`config.mk`:
```
export PLATFORM = sky130hd
export DESIGN_NAME = lcd_host_if
export DESIGN_NICKNAME = d
export VERILOG_FILES = /design/src/rtl/lcd_host_pkg.sv /design/src/rtl/lcd_strobe_sync.sv /design/src/rtl/lcd_nibble_pack.sv /design/src/rtl/lcd_addr_ctr.sv /design/src/rtl/lcd_busy_timer.sv /design/src/rtl/lcd_host_if.sv
export SDC_FILE = /design/constraint.sdc
export NUM_CORES = 1
export LEC_CHECK = 0
export CAP_MARGIN = 20
export CORE_ASPECT_RATIO = 1.4
export CORE_MARGIN = 8
export CORE_UTILIZATION = 40
export CTS_CLUSTER_SIZE = 25
export DETAILED_ROUTE_END_ITERATION = 6
export MAX_ROUTING_LAYER = met4
export SYNTH_ARGS = -nofsm -noshare
export SYNTH_HDL_FRONTEND = slang
export SYNTH_SLANG_ARGS = --single-unit
```
`constraint.sdc`:
```
create_clock -name clk -period 2.58 [get_ports clk]
set_input_delay 0.516 -clock clk [delete_from_list [all_inputs] [get_ports clk]]
set_output_delay 0.516 -clock clk [all_outputs]
set_load 0.1 [all_outputs]
```
`src/rtl/lcd_host_pkg.sv`:
```
package lcd_host_pkg;

  localparam int BYTE_W = 8;

  // Transfer kind, encoded as {rs, rw}
  typedef enum logic [1:0] {
    OP_IWR  = 2'b00,
    OP_STAT = 2'b01,
    OP_DWR  = 2'b10,
    OP_DRD  = 2'b11
  } host_op_e;

  function automatic logic is_addr_set(input logic [BYTE_W-1:0] c);
    return c[7];
  endfunction

  function automatic logic is_width_set(input logic [BYTE_W-1:0] c);
    return c[7:5] == 3'b001;
  endfunction

  function automatic logic is_dir_set(input logic [BYTE_W-1:0] c);
    return c[7:2] == 6'b000001;
  endfunction

endpackage

```
`src/rtl/lcd_strobe_sync.sv`:
```
module lcd_strobe_sync #(
  parameter int STAGES = 2
) (
  input  logic clk,
  input  logic rst,
  input  logic en_async,
  output logic fall
);

  // sh[0] is the first synchroniser flop; sh[STAGES] holds the previous value
  logic [STAGES:0] sh;

  always_ff @(posedge clk) begin
    if (rst) begin
      sh   <= '0;
      fall <= 1'b0;
    end else begin
      sh   <= {sh[STAGES-1:0], en_async};
      fall <= sh[STAGES] & ~sh[STAGES-1];   // falling edge only
    end
  end

endmodule

```
`src/rtl/lcd_nibble_pack.sv`:
```
module lcd_nibble_pack
  import lcd_host_pkg::*;
(
  input  logic              clk,
  input  logic              rst,
  input  logic              ev,
  input  logic              rs,
  input  logic              rw,
  input  logic [BYTE_W-1:0] din,
  input  logic              wide,
  input  logic              busy,
  input  logic              clr,
  output logic              byte_ev,
  output logic [BYTE_W-1:0] byte_val,
  output host_op_e          byte_op,
  output logic              tog
);

  localparam int NIB_W = BYTE_W / 2;

  logic [NIB_W-1:0] hi_q;
  logic             accept;

  // writes dropped while busy, reads always taken
  assign accept = ev && (rw || !busy);

  always_ff @(posedge clk) begin
    if (rst) begin
      hi_q     <= '0;
      tog      <= 1'b0;
      byte_ev  <= 1'b0;
      byte_val <= '0;
      byte_op  <= OP_STAT;
    end else begin
      byte_ev <= 1'b0;
      if (accept) begin
        if (wide) begin
          byte_ev  <= 1'b1;
          byte_val <= din;
          byte_op  <= host_op_e'({rs, rw});
        end else if (!tog) begin
          // first strobe carries the high nibble
          hi_q <= din[BYTE_W-1:NIB_W];
          tog  <= 1'b1;
        end else begin
          byte_ev  <= 1'b1;
          byte_val <= {hi_q, din[BYTE_W-1:NIB_W]};
          byte_op  <= host_op_e'({rs, rw});
          tog      <= 1'b0;
        end
      end
      if (clr) tog <= 1'b0;
    end
  end

endmodule

```
`src/rtl/lcd_addr_ctr.sv`:
```
module lcd_addr_ctr #(
  parameter int AW = 7
) (
  input  logic          clk,
  input  logic          rst,
  input  logic          load,
  input  logic [AW-1:0] load_val,
  input  logic          step,
  input  logic          inc,
  output logic [AW-1:0] ac
);

  always_ff @(posedge clk) begin
    if (rst)       ac <= '0;
    else if (load) ac <= load_val;
    else if (step) ac <= inc ? AW'(ac + 1'b1) : AW'(ac - 1'b1);  // modular wrap
  end

endmodule

```
`src/rtl/lcd_busy_timer.sv`:
```
module lcd_busy_timer #(
  parameter int CYC = 6
) (
  input  logic clk,
  input  logic rst,
  input  logic start,
  input  logic hold,
  output logic busy
);

  localparam int CW = $clog2(CYC + 1);

  logic [CW-1:0] cnt;

  always_ff @(posedge clk) begin
    if (rst)           cnt <= '0;
    else if (start)    cnt <= CW'(CYC);
    else if (cnt != 0) cnt <= cnt - 1'b1;
  end

  assign busy = (cnt != 0) || hold;

endmodule

```
`src/rtl/lcd_host_if.sv`:
```
module lcd_host_if
  import lcd_host_pkg::*;
#(
  parameter int ADDR_W      = 7,
  parameter int BUSY_CYC    = 6,
  parameter int SYNC_STAGES = 2
) (
  input  logic              clk,
  input  logic              rst,
  input  logic              hst_en,
  input  logic              hst_rs,
  input  logic              hst_rw,
  input  logic [BYTE_W-1:0] hst_din,
  output logic [BYTE_W-1:0] hst_dout,
  output logic [ADDR_W-1:0] ram_addr,
  output logic              ram_we,
  output logic [BYTE_W-1:0] ram_wdata,
  input  logic [BYTE_W-1:0] ram_rdata,
  output logic [BYTE_W-1:0] ir_code,
  output logic              ir_stb
);

  localparam int NIB_W = BYTE_W / 2;

  logic              ev_fall;
  logic              rs_q, rw_q;
  logic [BYTE_W-1:0] din_q;
  logic              wide_q, inc_q;
  logic [BYTE_W-1:0] dr_q;
  logic [ADDR_W-1:0] ac_q;
  logic              busy;
  logic              fetch_req, fetch_s1, fetch_s2;
  logic              byte_ev, nib_tog;
  logic [BYTE_W-1:0] byte_val;
  host_op_e          byte_op;
  logic              act_iwr, act_dwr, act_drd;
  logic              do_addr, do_width, do_dir;
  logic [BYTE_W-1:0] stat_w, src_w, dout_nx;

  // bus lines are held stable around the strobe; one register stage
  always_ff @(posedge clk) begin
    if (rst) begin
      rs_q  <= 1'b0;
      rw_q  <= 1'b0;
      din_q <= '0;
    end else begin
      rs_q  <= hst_rs;
      rw_q  <= hst_rw;
      din_q <= hst_din;
    end
  end

  lcd_strobe_sync #(.STAGES(SYNC_STAGES)) u_sync (
    .clk(clk), .rst(rst), .en_async(hst_en), .fall(ev_fall)
  );

  lcd_nibble_pack u_pack (
    .clk(clk), .rst(rst), .ev(ev_fall), .rs(rs_q), .rw(rw_q), .din(din_q),
    .wide(wide_q), .busy(busy), .clr(do_width),
    .byte_ev(byte_ev), .byte_val(byte_val), .byte_op(byte_op), .tog(nib_tog)
  );

  // decode of the completed transfer
  assign act_iwr  = byte_ev && (byte_op == OP_IWR);
  assign act_dwr  = byte_ev && (byte_op == OP_DWR);
  assign act_drd  = byte_ev && (byte_op == OP_DRD);
  assign do_addr  = act_iwr && is_addr_set(byte_val);
  assign do_width = act_iwr && is_width_set(byte_val);
  assign do_dir   = act_iwr && is_dir_set(byte_val);

  lcd_addr_ctr #(.AW(ADDR_W)) u_ac (
    .clk(clk), .rst(rst), .load(do_addr), .load_val(byte_val[ADDR_W-1:0]),
    .step(act_dwr || act_drd), .inc(inc_q), .ac(ac_q)
  );

  lcd_busy_timer #(.CYC(BUSY_CYC)) u_busy (
    .clk(clk), .rst(rst), .start(act_iwr || act_dwr),
    .hold(fetch_req || fetch_s1 || fetch_s2), .busy(busy)
  );

  // status byte; R5: nibble selection for the narrow bus
  always_comb begin
    stat_w             = '0;
    stat_w[ADDR_W-1:0] = ac_q;
    stat_w[BYTE_W-1]   = busy;
    src_w              = rs_q ? dr_q : stat_w;
    if (wide_q)       dout_nx = src_w;
    else if (nib_tog) dout_nx = {src_w[NIB_W-1:0], {NIB_W{1'b0}}};
    else              dout_nx = {src_w[BYTE_W-1:NIB_W], {NIB_W{1'b0}}};
  end

  always_ff @(posedge clk) begin
    if (rst) begin
      wide_q    <= 1'b1;
      inc_q     <= 1'b1;
      dr_q      <= '0;
      ram_addr  <= '0;
      ram_we    <= 1'b0;
      ram_wdata <= '0;
      fetch_req <= 1'b0;
      fetch_s1  <= 1'b0;
      fetch_s2  <= 1'b0;
      ir_code   <= '0;
      ir_stb    <= 1'b0;
      hst_dout  <= '0;
    end else begin
      ram_we    <= 1'b0;
      ir_stb    <= 1'b0;
      // reload pipeline, issue address then capture registered read
      fetch_req <= do_addr || act_dwr || act_drd;
      fetch_s1  <= fetch_req;
      fetch_s2  <= fetch_s1;
      if (fetch_req) ram_addr <= ac_q;
      if (fetch_s2)  dr_q     <= ram_rdata;
      if (act_dwr) begin
        ram_addr  <= ac_q;
        ram_we    <= 1'b1;
        ram_wdata <= byte_val;
      end
      if (act_iwr) begin
        ir_code <= byte_val;
        ir_stb  <= 1'b1;
      end
      if (do_width) wide_q <= byte_val[4];
      if (do_dir)   inc_q  <= byte_val[1];
      hst_dout <= dout_nx;
    end
  end

endmodule

```
==> results of run 1 <==
state kept, by name (all words and copies together), names as in the netlist, 4 cells and up:
signal,cells
din_q,8
dr_q,8
hst_dout,8
ir_code,8
ram_wdata,8
u_pack.byte_val,8
ram_addr,7
u_ac.ac,7
u_pack.hi_q,4
power by group through the flow:
stage          registers, mW  logic [mW]  clock network (mW)
2_1_floorplan           1.42       0.101                   0
3_3_place_gp            1.41       0.172                   0
3_5_place_dp            1.41       0.173                   0
4_1_cts                 1.38       0.174                1.27
5_1_grt                 1.38       0.189                1.33
6_report                1.38       0.172                1.24
layer usage:
layer / GRT usage, % / vias up / routed length [µm]
li1: - / 1328 / -
met1: 15.9 / 1220 / 3440
met3: 3.46 / 7 / 336
met5: - / - / 0
met2: 23.3 / 42 / 4120
met4: 6.00 / 0 / 116
path summary, 6_finish.rpt:
| kind | endpoint | slack, ns |
|---|---|---|
| worst max-delay path | u_ac.ac[6]$_SDFFE_PP0P_ | 0.32 |
| worst min-delay path | u_sync.fall$_SDFF_PP0_ | 0.42 |
| worst max register to register | u_ac.ac[6]$_SDFFE_PP0P_ | 0.32 |
| worst min register to register | u_sync.fall$_SDFF_PP0_ | 0.42 |
Yosys cell counts, types with 2 or more instances:
cell type   n
dfxtp_1    86
nor2_1     56
mux2i_1    43
nor2b_1    21
a21oi_1    19
a211oi_1   16
nand2_1    11
clkbuf_1   10
ha_1        7
nand3_1     7
o21ai_0     7
nor3_1      6
nand2b_1    5
buf_2       4
inv_1       3
mux4_2      3
or4_1       3
xor2_1      3
a211oi_2    2
a21o_1      2
a311o_1     2
buf_1       2
buf_6       2
nor2_2      2
o22ai_1     2
or3_1       2
cells by family (layout without fill, tap and decap cells):
logic type	count (synthesis)	in the layout	share of synthesized area [%]
xor gates and xnor gates	4	4	0.996
buffers and inverters	22	82	3.24
AOI/OAI and AO/OA	60	60	11.5
adders and majority gates	8	8	3.06
DFF	86	86	48.9
muxes	46	46	14.2
and+or+nand+nor	122	122	18.1
area by class of cell:
class,instances,area share [%]
Timing Repair Buffer,63,11.9
Clock inverter,4,1.09
Tap cell,105,3.02
Sequential cell,86,39.6
Multi-Input combinational cell,240,38.7
Clock buffer,12,5.44
Inverter,3,0.259
critical path, delay by kind of cell (launching register included):
kind | cells | cell delay (ns)
buffers and inverters | 1 | 0.21
AO/OA/AOI/OAI | 3 | 0.44
adder cells (fa/ha/maj) | 1 | 0.52
flip-flops | 1 | 0.44
AND/OR/NAND/NOR | 2 | 0.54
==> out/metrics.csv, run 1 <==
metric,value,unit
cpPeakStageDelay,0.52,ns
io_pins,54,
grt_pass1_wl,13.0,mm
vdd_drop_max,0.000480,V
register_area,0.00172,mm²
fin_crit,2.26,ns
power_frac_seq,49.3,%
yosysTopAreaCell,dfxtp_1,
ant_nets,0,
clkPwrFrac,44.5,%
internal_power,2.18,mW
yosys.cell_types.count,48,
synth-seq-area-share,48.9,%
clock_latency,0.34,ns
crit_fanout,8,
yosysWarnings,0,
fin_tns_setup,0,ns
hold_path_class,flip-flop to flip-flop,
utilization,50.8,%
cts_buffer_depth,2,
wl,8.01,mm
postCtsHoldBufs,0,
ys_seq_elements,86,
cts_tree,built,
tightest_slew,0.609,ns
fin_crit_sh,87.7,%
critical_path_required,2.80,ns
status,finished clean,
rr_startpoint,inc_q$_SDFFE_PP1P_,
worst_setup_path_start_kind,flip-flop,
avgRoutedWirePerCell,15.6,µm
htree_num_levels,3,
synth-async-reset-ratio,0,%
total_power,2.79,mW
cts_sinks,86,
final_common_cell,dfxtp_1,
multi_input_area,0.00168,mm²
rsz0062_at_grt,no,
post_cts_buffers,0,
clk_pin_slew_worst_paths,0.06,ns
rows,40,
maxCapViolCount,0,
drc,0,
synth_edf_count,0,
endpoint_kind,flip-flop,
finalInstanceArea,0.00435,mm²
place.gp.congestion,0.888,
cts_buffers,9,
synthDominantCellAreaShare,48.9,%
share_comb_of_total_power,6.2,%
chipWidth,95.3,µm
hold_path_depth,1,
syn_area,0.00352,mm²
power.switching,0.612,mW
syn_nets,377,
power_leakage,1.88,nW
final_nets,432,
first_global_vias,2540,
dp_slack,0.337,ns
post_dp_cell_area,0.00407,mm²
slew-limit-headroom,59.3,%
grt_antenna_before_repair,0,
placeableCoreArea,0.00856,mm²
grt_use_total,14.2,%
dr.pass1.iters,4,
fill_cells,820,
syn2layout_area_growth,23.6,%
final_cell_mix,"dfxtp_1, nor2_1, mux2i_1, buf_4, nor2b_1",
die_area,0.0121,mm²
io_buffers,53,
grt_max_degree,38,
swShare,21.9,%
die_y,127,µm
reg2reg_depth,7,
skew,0.00708,ns
drtIter0Drc,143,
synthFlopType,dfxtp_1,
initial_core_util,41.1,%
clk_root_buffer_cell,clkbuf_16,
ctsResizeCount,0,
setup_viol,0,
netlist_instances,348,
arrival,2.48,ns
critPathSlowestCell,fa_1,
layout-drive-gt1-share,17.4,%
dr_total_vias,2597,
antenna_cells,0,
setup_slack,0.318,ns
hold_ws,0.416,ns
slew_viol_final,0,
synthTopCellsByArea,"dfxtp_1, mux2i_1, nor2_1",
min_from,u_sync.sh[1]$_SDFF_PP0_,
finalNonFillerCells,513,
final_hold_viol_count,0,
fmax,442,MHz
p_per_area,642,mW/mm²
dp.cells,497,
crit_chain,inv_1 -> fa_1 -> a211oi_1 -> nor2_1 -> or4_1 -> a21oi_1 -> o22ai_1,
overflow,0,
syn_area_per_cell,10.1,µm²
crit_path_start,inc_q$_SDFFE_PP1P_,
place_hpwl,5.80,mm
drt-vias-per-instance,5.06,
crit_type,flip-flop to flip-flop,
Note: power is estimated with default switching activity, not from simulation.
==> run 2: changes to the inputs <==
Settings changed: CORE_MARGIN 8 to 4, SKIP_LAST_GASP from default to 1.
Clock period 2.58 ns to 2.8 ns, I/O delays scaled along.
==> out/metrics.csv, run 2 (synthesis gave the netlist of run 1 again) <==
metric,value,unit
status,finished clean,
ctsResizeCount,0,
io_buffers,53,
grt_pass1_wl,12.5,mm
dr.pass1.iters,6,
crit_type,flip-flop to flip-flop,
fin_tns_setup,0,ns
placeableCoreArea,0.00861,mm²
chipWidth,87.3,µm
slew_viol_final,0,
crit_chain,inv_1 -> fa_1 -> a211oi_1 -> nor2_1 -> or4_1 -> a21oi_1 -> o22ai_1,
cts_buffers,9,
final_nets,428,
clk_pin_slew_worst_paths,0.06,ns
grt_antenna_before_repair,0,
endpoint_kind,flip-flop,
cts_buffer_depth,2,
first_global_vias,2502,
worst_setup_path_start_kind,flip-flop,
htree_num_levels,3,
drc,0,
tightest_slew,0.701,ns
critical_path_required,3.02,ns
final_hold_viol_count,0,
swShare,21.7,%
power_frac_seq,49.0,%
clk_root_buffer_cell,clkbuf_16,
utilization,50.2,%
vdd_drop_max,0.000393,V
share_comb_of_total_power,6.0,%
slew-limit-headroom,53.3,%
crit_family,simple AND/OR/NAND/NOR gates,
finalInstanceArea,0.00433,mm²
p_per_area,598,mW/mm²
power_leakage,1.86,nW
cts_tree,built,
skew,0.00483,ns
die_y,119,µm
final_cell_mix,"dfxtp_1, nor2_1, mux2i_1",
place_hpwl,5.32,mm
postCtsHoldBufs,0,
layout-drive-gt1-share,16.9,%
dr_total_vias,2606,
rsz0062_at_grt,no,
hold_ws,0.407,ns
crit_fanout,8,
drt-vias-per-instance,5.13,
dp.cells,493,
place.gp.congestion,0.794,
hold_path_class,flip-flop to flip-flop,
syn2layout_area_growth,22.9,%
arrival,2.55,ns
top_layer_used,met4,
ant_nets,0,
dr_wl_met3,295,µm
fill_cells,842,
post_dp_cell_area,0.00404,mm²
setup_slack,0.467,ns
post_cts_buffers,0,
initial_core_util,40.9,%
dp_slack,0.510,ns
die_area,0.0104,mm²
grt_use_total,15.9,%
grt_max_degree,38,
setup_viol,0,
overflow,0,
antenna_cells,0,
wl_met1,3.23,mm
rows,40,
wl,7.63,mm
power.switching,0.561,mW
dr_wl_met2,3.95,mm
clock_latency,0.33,ns
maxCapViolCount,0,
cts_sinks,86,
drtIter0Drc,121,
total_power,2.59,mW
fmax,429,MHz
internal_power,2.03,mW
avgRoutedWirePerCell,15.0,µm
clkPwrFrac,44.9,%
path_buf_inv,1,
fin_crit_sh,83.3,%
cpPeakStageDelay,0.52,ns
final_common_cell,dfxtp_1,
critPathSlowestCell,fa_1,
fin_crit,2.33,ns
finalNonFillerCells,508,
io_pins,54,
## run 2: worst paths after layout
check                                 end  cells past startpoint  slack (ns)                    start
setup / recovery  u_ac.ac[6]$_SDFFE_PP0P_                      7        0.47       inc_q$_SDFFE_PP1P_
hold / removal     u_sync.fall$_SDFF_PP0_                      1        0.41  u_sync.sh[1]$_SDFF_PP0_
setup reg to reg  u_ac.ac[6]$_SDFFE_PP0P_                      7        0.47       inc_q$_SDFFE_PP1P_
hold reg to reg    u_sync.fall$_SDFF_PP0_                      1        0.41  u_sync.sh[1]$_SDFF_PP0_
## run 2: layout make-up
cell class / instances / area [µm²] / share of cell area [%]
timing repair buffer: 59 / 488 / 11.3
clock inverter: 4 / 47.5 / 1.10
tap: 105 / 131 / 3.04
inverter: 3 / 11.3 / 0.260
multi-input combinational: 240 / 1680 / 38.9
sequential: 86 / 1720 / 39.8
clock buffer: 11 / 243 / 5.61
## run 2: per-layer routing
| metal | track usage, % | vias up |
|---|---|---|
| met5 | - | - |
| met4 | 6.53 | 0 |
| met3 | 4.43 | 10 |
| met1 | 18.2 | 1223 |
| li1 | - | 1327 |
| met2 | 25.9 | 46 |
## run 2: power by group through the flow
stage | clock (mW) | combinational [mW] | sequential, mW
2_1_floorplan | 0 | 0.0931 | 1.31
3_3_place_gp | 0 | 0.155 | 1.30
3_5_place_dp | 0 | 0.157 | 1.30
4_1_cts | 1.19 | 0.158 | 1.27
5_1_grt | 1.24 | 0.170 | 1.27
6_report | 1.16 | 0.156 | 1.27
